--- config.mk ---
export PLATFORM = sky130hd
export DESIGN_NAME = thresh_code_conv
export DESIGN_NICKNAME = d
export VERILOG_FILES = /design/src/rtl/thr_conv_pkg.sv /design/src/rtl/thr_sdiv.sv /design/src/rtl/thr_margin_sel.sv /design/src/rtl/thresh_code_conv.sv
export SDC_FILE = /design/constraint.sdc
export NUM_CORES = 2
export LEC_CHECK = 0
export BUFFER_PORTS_ARGS = -buffer_cell sky130_fd_sc_hd__clkbuf_2
export CORE_ASPECT_RATIO = 1.25
export CORE_UTILIZATION = 60
export CTS_BUF_LIST = sky130_fd_sc_hd__clkbuf_4 sky130_fd_sc_hd__clkbuf_8 sky130_fd_sc_hd__clkbuf_16
export CTS_CLUSTER_DIAMETER = 60
export DETAILED_ROUTE_END_ITERATION = 10
export PLACE_DENSITY_LB_ADDON = 0.15
export SETUP_SLACK_MARGIN = 0.4
export SLEW_MARGIN = 20
export SYNTH_ARGS = -nofsm -noshare
export SYNTH_HDL_FRONTEND = slang
export SYNTH_SLANG_ARGS = --single-unit
export TNS_END_PERCENT = 5
--- constraint.sdc ---
create_clock -name clk -period 10.6 [get_ports clk]
set_input_delay 1.59 -clock clk [delete_from_list [all_inputs] [get_ports clk]]
set_output_delay 1.59 -clock clk [all_outputs]
set_load 0.01 [all_outputs]
--- src/rtl/thr_conv_pkg.sv ---
// Package: shared constants for the threshold-to-code converter.
// Assumes: 12-bit comparator codes; margins fit in 8-bit signed values.
package thr_conv_pkg;
    localparam int CODE_W   = 12;
    localparam int CODE_MAX = (1 << CODE_W) - 1;
    localparam int SCALE    = 1000;
    localparam int MARG_W   = 8;

    typedef enum logic [2:0] {
        ST_IDLE, ST_LOAD1, ST_WAIT1, ST_LOAD2, ST_WAIT2, ST_LOAD3, ST_WAIT3
    } conv_state_t;
endpackage

--- src/rtl/thr_sdiv.sv ---
// Module: sequential signed divider, one quotient bit per clock.
// Assumes: start is a single-cycle strobe while idle; the quotient truncates
// toward zero; done pulses DW+1 edges after the start edge.
module thr_sdiv #(
    parameter int DW = 48
) (
    input  logic                 clk,
    input  logic                 rst_n,
    input  logic                 start,
    input  logic signed [DW-1:0] dividend,
    input  logic signed [DW-1:0] divisor,
    output logic                 done,
    output logic signed [DW-1:0] quotient
);
    localparam int CNT_W = $clog2(DW + 1);

    logic [DW:0]      rem;
    logic [DW-1:0]    qacc;
    logic [DW-1:0]    dmag;
    logic [CNT_W-1:0] cnt;
    logic             neg;
    logic [DW:0]      rem_sh;
    logic             fits;

    // Purpose: one restoring shift-subtract step on the magnitudes.
    always_comb begin
        rem_sh = {rem[DW-1:0], qacc[DW-1]};
        fits   = (rem_sh >= {1'b0, dmag});
    end

    // Purpose: load the magnitudes on start, then step until the count ends.
    always_ff @(posedge clk) begin
        if (!rst_n) begin
            rem  <= '0;
            qacc <= '0;
            dmag <= '0;
            cnt  <= '0;
            neg  <= 1'b0;
            done <= 1'b0;
        end else if (start) begin
            rem  <= '0;
            qacc <= dividend[DW-1] ? DW'(-dividend) : DW'(dividend);
            dmag <= divisor[DW-1] ? DW'(-divisor) : DW'(divisor);
            neg  <= dividend[DW-1] ^ divisor[DW-1];
            cnt  <= CNT_W'(DW);
            done <= 1'b0;
        end else if (cnt != '0) begin
            rem  <= fits ? (rem_sh - {1'b0, dmag}) : rem_sh;
            qacc <= {qacc[DW-2:0], fits};
            cnt  <= cnt - 1'b1;
            done <= (cnt == CNT_W'(1));
        end else begin
            done <= 1'b0;
        end
    end

    // Purpose: put the sign back on the unsigned quotient.
    always_comb quotient = neg ? -$signed(qacc) : $signed(qacc);
endmodule

--- src/rtl/thr_margin_sel.sv ---
// Module: chooses the worst-case INL, gain-error and offset-error margins.
// Assumes: rising margins are positive and falling margins negative; an
// uncalibrated channel widens gain error by UNCAL_GE_EXTRA.
module thr_margin_sel #(
    parameter int MW             = 8,
    parameter int INL_ABS        = 2,
    parameter int CAL_GE_UP      = 2,
    parameter int CAL_GE_DN      = 6,
    parameter int CAL_OE_ABS     = 2,
    parameter int UNCAL_GE_EXTRA = 20,
    parameter int UNCAL_OE_ABS   = 36
) (
    input  logic                 calibrated,
    input  logic                 rising,
    output logic signed [MW-1:0] inl,
    output logic signed [MW-1:0] gerr,
    output logic signed [MW-1:0] oerr
);
    localparam logic signed [MW-1:0] GE_CU = MW'(CAL_GE_UP);
    localparam logic signed [MW-1:0] GE_CD = MW'(-CAL_GE_DN);
    localparam logic signed [MW-1:0] GE_UU = MW'(CAL_GE_UP + UNCAL_GE_EXTRA);
    localparam logic signed [MW-1:0] GE_UD = MW'(-(CAL_GE_DN + UNCAL_GE_EXTRA));
    localparam logic signed [MW-1:0] OE_C  = MW'(CAL_OE_ABS);
    localparam logic signed [MW-1:0] OE_U  = MW'(UNCAL_OE_ABS);
    localparam logic signed [MW-1:0] INL_P = MW'(INL_ABS);

    // Purpose: pick the margin set from calibration state and direction.
    always_comb begin
        inl  = rising ? INL_P : -INL_P;
        gerr = calibrated ? (rising ? GE_CU : GE_CD) : (rising ? GE_UU : GE_UD);
        oerr = calibrated ? (rising ? OE_C : -OE_C) : (rising ? OE_U : -OE_U);
    end
endmodule

--- src/rtl/thresh_code_conv.sv ---
// Module: converts a millivolt threshold to a 12-bit raw comparator code.
// Assumes: the calibration inputs are held steady while req_valid is high;
// a single shared divider runs the ideal, calibration and tolerance steps in turn.
module thresh_code_conv #(
    parameter int MV_W   = 16,
    parameter int GAIN_W = 16,
    parameter int K_W    = 16,
    parameter int OFS_W  = 32,
    parameter int DIV_W  = 48
) (
    input  logic                     clk,
    input  logic                     rst_n,
    input  logic                     req_valid,
    input  logic signed [MV_W-1:0]   req_mv,
    input  logic                     req_rise,
    input  logic                     cal_valid_ch,
    input  logic signed [GAIN_W-1:0] cal_gain,
    input  logic signed [K_W-1:0]    cal_k,
    input  logic signed [OFS_W-1:0]  cal_offset,
    output logic                     busy,
    output logic                     res_valid,
    output logic [11:0]              res_code,
    output logic                     res_err,
    output logic                     res_reject
);
    import thr_conv_pkg::*;

    localparam logic signed [DIV_W-1:0] K1000  = DIV_W'(SCALE);
    localparam logic signed [DIV_W-1:0] CMAX_X = DIV_W'(CODE_MAX);
    localparam logic signed [MV_W-1:0]  MV_MAX = MV_W'(CODE_MAX);

    conv_state_t               state;
    logic signed [MV_W-1:0]    mv_r;
    logic signed [GAIN_W-1:0]  gain_r;
    logic signed [K_W-1:0]     k_r;
    logic signed [OFS_W-1:0]   ofs_r;
    logic                      cal_r;
    logic                      rise_r;
    logic signed [DIV_W-1:0]   code_r;
    logic signed [MARG_W-1:0]  m_inl;
    logic signed [MARG_W-1:0]  m_gerr;
    logic signed [MARG_W-1:0]  m_oerr;
    logic                      div_start;
    logic                      div_done;
    logic signed [DIV_W-1:0]   div_a;
    logic signed [DIV_W-1:0]   div_b;
    logic signed [DIV_W-1:0]   div_q;
    logic signed [DIV_W-1:0]   final_v;
    logic                      in_range;

    thr_margin_sel #(.MW(MARG_W)) i_margin (
        .calibrated (cal_r),
        .rising     (rise_r),
        .inl        (m_inl),
        .gerr       (m_gerr),
        .oerr       (m_oerr)
    );

    thr_sdiv #(.DW(DIV_W)) i_div (
        .clk      (clk),
        .rst_n    (rst_n),
        .start    (div_start),
        .dividend (div_a),
        .divisor  (div_b),
        .done     (div_done),
        .quotient (div_q)
    );

    // Purpose: choose the divider operands for the step in progress.
    always_comb begin
        div_start = (state == ST_LOAD1) || (state == ST_LOAD2) || (state == ST_LOAD3);
        div_a     = '0;
        div_b     = K1000;
        case (state)
            ST_LOAD1: begin
                div_a = DIV_W'(mv_r) * K1000;
                div_b = DIV_W'(gain_r);
            end
            ST_LOAD2: div_a = rise_r ? (code_r * DIV_W'(k_r) + DIV_W'(ofs_r))
                                     : (code_r * DIV_W'(k_r) - DIV_W'(ofs_r));
            ST_LOAD3: div_a = (code_r + DIV_W'(m_inl)) * (K1000 + DIV_W'(m_gerr));
            default: ;
        endcase
    end

    // Purpose: final offset-error shift and the range test on the request.
    always_comb begin
        final_v  = div_q + DIV_W'(m_oerr);
        in_range = (req_mv >= 0) && (req_mv <= MV_MAX);
    end

    // Purpose: sequence the three conversion steps and drive the result strobes.
    always_ff @(posedge clk) begin
        if (!rst_n) begin
            state      <= ST_IDLE;
            mv_r       <= '0;
            gain_r     <= '0;
            k_r        <= '0;
            ofs_r      <= '0;
            cal_r      <= 1'b0;
            rise_r     <= 1'b0;
            code_r     <= '0;
            res_valid  <= 1'b0;
            res_code   <= '0;
            res_err    <= 1'b0;
            res_reject <= 1'b0;
        end else begin
            res_valid  <= 1'b0;
            res_reject <= 1'b0;
            case (state)
                ST_IDLE: if (req_valid) begin
                    if (!in_range) begin
                        res_reject <= 1'b1;
                    end else if (cal_gain == '0) begin
                        res_valid <= 1'b1;
                        res_code  <= '0;
                        res_err   <= 1'b1;
                    end else begin
                        mv_r   <= req_mv;
                        gain_r <= cal_gain;
                        k_r    <= cal_k;
                        ofs_r  <= cal_offset;
                        cal_r  <= cal_valid_ch;
                        rise_r <= req_rise;
                        state  <= ST_LOAD1;
                    end
                end
                ST_LOAD1: state <= ST_WAIT1;
                ST_LOAD2: state <= ST_WAIT2;
                ST_LOAD3: state <= ST_WAIT3;
                ST_WAIT1: if (div_done) begin
                    code_r <= div_q;
                    state  <= cal_r ? ST_LOAD2 : ST_LOAD3;
                end
                ST_WAIT2: if (div_done) begin
                    code_r <= div_q;
                    state  <= ST_LOAD3;
                end
                ST_WAIT3: if (div_done) begin
                    res_valid <= 1'b1;
                    res_err   <= 1'b0;
                    if (final_v < 0)
                        res_code <= '0;
                    else if (final_v > CMAX_X)
                        res_code <= 12'(CODE_MAX);
                    else
                        res_code <= 12'(final_v);
                    state <= ST_IDLE;
                end
                default: state <= ST_IDLE;
            endcase
        end
    end

    // Purpose: expose the busy flag while a conversion is in flight.
    always_comb busy = (state != ST_IDLE);
endmodule

==> results.txt <==
The number of global-route vias before repair came to between 50000 and 60000. On the critical path the largest part of the delay comes from simple AND/OR/NAND/NOR gates. The xor and xnor fraction of the mapped netlist area is between 5 and 6%. The endpoint arrival time on the critical path came out at 10.59 ns. In this run, distinct cell masters in the synthesized netlist total 94.

The logic gate share of total power came out at between 70 and 80%. The DRC violation total after the first TritonRoute iteration came out at around 4100. The met3 capacity usage during global routing is 7.963%. The worst setup path is captured at a flop. Counting every instance in the synthesized netlist gives roughly 7500. Sequential cells account for about an eighth of the total power.

In this run the power density over the cells is ~180 nW/µm². The required time at the worst-slack endpoint came out at ~11 ns. The CTS tree is done. The compound-gate portion of the synthesized area is between 10% and 20%. The met2 global-route usage is between 60% and 70%.

In the final routed layout, each cell accounts on average for between 20 and 25 µm. The flop and latch count out of synthesis came out at between 200 and 300. The initial antenna violation count was 15.

On the worst path, the slowest cell contributes a delay of ~0.61 ns. During synthesis, Yosys emitted a total of 0 warnings. The mean number of vias per cell came out at approximately 6. The fraction of synthesized cell area taken by the top area cell type is 29.75%.

The placed wire-length estimate came out at 155800 µm. The peak clock frequency supported by timing is 99.69 MHz. For this run, asynchronously set or reset flops after synthesis account for 0%. The final-report hold violation count is 0.

The number of instances in the placed design came out at around 8800. The shortest period the worst path allows came out at approximately 10 ns. The buffer levels on the longest clock path is 3.

The worst setup path is launched from a flop. For this run, the register share of the synthesized area comes to about a tenth. The die outline width came out at 287.3 µm. After synthesis, the share of cell area in mux cells is 1.261%. The synthesized area divided by synthesized cell count is around 8 µm². The total I/O pin count is between 100 and 150. The post-detailed-route DRC marker count came out at 0. The run finished with clean final reports. The slowest stage of the critical path is the sky130_fd_sc_hd__fa_1 cell.

The library cell used as clock root buffer is sky130_fd_sc_hd__clkbuf_16. The commonest cells after synthesis are 1188 x sky130_fd_sc_hd__inv_1, 908 x sky130_fd_sc_hd__nand2_1, 907 x sky130_fd_sc_hd__fa_1. The first global-routing pass estimated between 200000 and 300000 µm of wire. For this run, the detailed router's first-pass iteration total came to 6.

The clock share of power is about an eighth. The total clock buffers created by CTS came out at between 40 and 50. The highest-utilization routing layer at the global route stage is met2. The detail route stage leaves a number of antenna-violating nets equal to 0. The analysis attributes to net switching a power of roughly 6200 µW.

The layout has about 8700 filler cells. The type of the worst setup path is flop to flop. In the synthesized netlist the dominant register cell turns out to be sky130_fd_sc_hd__dfxtp_1. The sum of negative setup slack is 0 ns. By area, the combinational part of the netlist is dominated by adder cells. Across the VDD grid, the largest voltage drop is approximately 280 µV. Of all cell types, the one taking the most synthesized area is sky130_fd_sc_hd__fa_1.

The layout-stage area growth over the synthesis result is 8.737%. After detailed routing, the total wire length is 190900 µm. The number of synthesized flops with an enable pin is 0. The CTS H-tree depth is 2. In this run the static leakage power is about 0.031 µW.

Across every metal layer, demand over resource in global routing totals between 30 and 40%. The met1 demand-to-capacity share in global routing is ~44%. The area of the die is 103000 µm². The critical path buffer and inverter count is 5. In this run the tightest slew margin relative to its limit is 21.01%. Entering global routing, the biggest net connects around 110 pins. Of the total power, the share spent switching nets is about 52%.

The total via count after detailed routing is 53160. The core area came out at 100700 µm². sky130_fd_sc_hd__inv_1 is the most common cell in the netlist.

The die span in y came out at 358.6 µm. The simple logic cell fraction of the synthesized area is ~17%. Setup repair after global routing could not meet its margin everywhere. The number of buffer cells added on primary ports is 100. Of the cells placed in the final design, the portion with a size suffix greater than 1 is under 10%. The area share of fa/ha/maj cells after synthesis is between 40% and 50%. The clock tree skew after final layout came out at between 0.02 and 0.03 ns.

The worst hold path belongs to the class flop to flop. Clock-pin slew was measured on the worst setup and hold paths at approximately 0.060 ns. The hold slack is between 0.4 and 0.5 ns. By area the synthesized netlist is led by sky130_fd_sc_hd__fa_1 30%, sky130_fd_sc_hd__ha_1 12%, sky130_fd_sc_hd__dfxtp_1 9.6%. The total count of max-transition violations in the final report came out at 0. For the pin with the worst max-slew slack, the measured transition is roughly 1.2 ns. Clock tree synthesis found a total of roughly 290 sinks.

The net count of the finished layout is 9106. For this run the aggregate overflow at the end of global routing stands at 0. For this run, the number of standard cells in the final layout without fillers is 8901. The internal cell power is between 5000 and 6000 µW. The number of placement rows is 130.

The most numerous cell type found on the critical path is sky130_fd_sc_hd__fa_1. The final period utilization is between 90% and 100%. Setup violations remaining at the end of the flow were counted as 0. The max-cap check violation count is 0. The placer congestion estimate is roughly 1.0. The synthesized cell area came out at between 60000 and 70000 µm². The effective utilization at floorplan is slightly above 60%. The latest clock arrival within the worst-skew pair came out at 0.63 ns.

Of all nets on the critical path, the largest fanout is 11.
## cells in the final DEF (no fill, tap or decap), types with 20 or more instances in the layout
cell                        Yosys  routed
sky130_fd_sc_hd__nor2b_1       47      47
sky130_fd_sc_hd__or3_1         24      24
sky130_fd_sc_hd__mux2i_1       69      69
sky130_fd_sc_hd__fa_1         907     904
sky130_fd_sc_hd__nor3_1       113     113
sky130_fd_sc_hd__or4_1         20      20
sky130_fd_sc_hd__or2_2         27      27
sky130_fd_sc_hd__conb_1         1      37
sky130_fd_sc_hd__nand2_1      908     904
sky130_fd_sc_hd__o31ai_1       38      36
sky130_fd_sc_hd__o21ai_0      298     288
sky130_fd_sc_hd__clkbuf_16      0      47
sky130_fd_sc_hd__xor2_1       136     134
sky130_fd_sc_hd__inv_1       1188    1185
sky130_fd_sc_hd__a21o_1       152     152
sky130_fd_sc_hd__nand4_1       56      56
sky130_fd_sc_hd__clkbuf_2       0     100
sky130_fd_sc_hd__a221oi_1      24      22
sky130_fd_sc_hd__xnor2_1      265     247
sky130_fd_sc_hd__nor4_1        31      29
sky130_fd_sc_hd__nand2b_1     150     149
sky130_fd_sc_hd__o21bai_1      42      42
sky130_fd_sc_hd__and2_1       278     275
sky130_fd_sc_hd__buf_4          0     226
sky130_fd_sc_hd__a21oi_1      450     432
sky130_fd_sc_hd__and3_1        53      53
sky130_fd_sc_hd__o21a_1        54      54
sky130_fd_sc_hd__nor2_1       392     390
sky130_fd_sc_hd__nand3_1       83      82
sky130_fd_sc_hd__o211ai_1      36      36
sky130_fd_sc_hd__a211oi_1      74      73
sky130_fd_sc_hd__a31oi_1       53      52
sky130_fd_sc_hd__dfxtp_2        0      22
sky130_fd_sc_hd__dfxtp_1      292     266
sky130_fd_sc_hd__ha_1         567     556
## registers in the layout, summed over array words and instances, names as in the netlist, 6 cells and up
register	count
code_r	48
i_div.qacc	48
i_div.rem	48
i_div.dmag	40
ofs_r	32
gain_r	16
k_r	16
mv_r	16
res_code	12
i_div.cnt	6
## worst min-delay path, cell delays in order (launching register included)
cell,delay [ns]
sky130_fd_sc_hd__dfxtp_1,0.29
sky130_fd_sc_hd__inv_1,0.06
sky130_fd_sc_hd__nor2_1,0.04
## cell families after synthesis
kind of cell	Yosys count
AOI/OAI and AO/OA	1433
xor gates and xnor gates	407
adders and majority gates	1474
buffers and inverters	1535
DFF	292
muxes	76
other	1
and+or+nand+nor	2232
## routing by layer
layer	part of all wire [%]	wire (µm)	up-vias
li1	-	-	24380
met1	37	71330	26210
met2	48	91260	1969
met3	8.4	15950	588
met4	6.4	12180	24
met5	0.094	179	-
## power by group through the flow
stage                     combinational (µW)  clock (µW)  sequential, µW
after detailed placement                8740           0            1420
after global routing                    9890        1580            1420
final                                   9040        1510            1400
after global placement                  8700           0            1420
after CTS                               8840        1530            1400
after floorplan                         6260           0            1350
## final cells by class
class / count / area [µm²] / share of cell area, %
Antenna cell: 2 / 5.005 / 0.007541
Clock buffer: 52 / 1145 / 1.725
Clock inverter: 24 / 306.5 / 0.4619
Inverter: 1189 / 4471 / 6.736
Multi-Input combinational cell: 5659 / 50070 / 75.45
Sequential cell: 292 / 5888 / 8.872
Tap cell: 1320 / 1652 / 2.489
Timing Repair Buffer: 363 / 2824 / 4.255
## final timing paths
check | start | to | slack, ns | cells past startpoint
setup reg to reg | code_r[1] | i_div.qacc[47] | 0.57 | 37
setup / recovery | code_r[1] | i_div.qacc[47] | 0.57 | 37
hold / removal | i_div.dmag[32] | i_div.dmag[32] | 0.44 | 2
hold reg to reg | i_div.dmag[32] | i_div.dmag[32] | 0.44 | 2
## metrics by stage
stage | area, µm² | setup WS (ns) | total power, µW | utilization [%]
after floorplan | 61170 | 0.5786 | 7615 | -
after global placement | 63910 | 0.03242 | 10120 | 63.47
after detailed placement | 63940 | -0.02530 | 10170 | 63.50
after CTS | 65510 | 0.4039 | 11770 | 65.07
after global routing | 66360 | 0.3751 | 12880 | 65.91
final | 66360 | 0.5685 | 11960 | 65.91
## timing repair
item                                    in CTS  in global routing
hold buffers                                 0                  0
endpoints found under the setup margin      45                 48
pin swaps                                    5                 35
gates cloned                                 0                  5
setup buffers                                1                 22
resized for setup                           31                127
No activity file was read; power rests on OpenSTA's default activity.
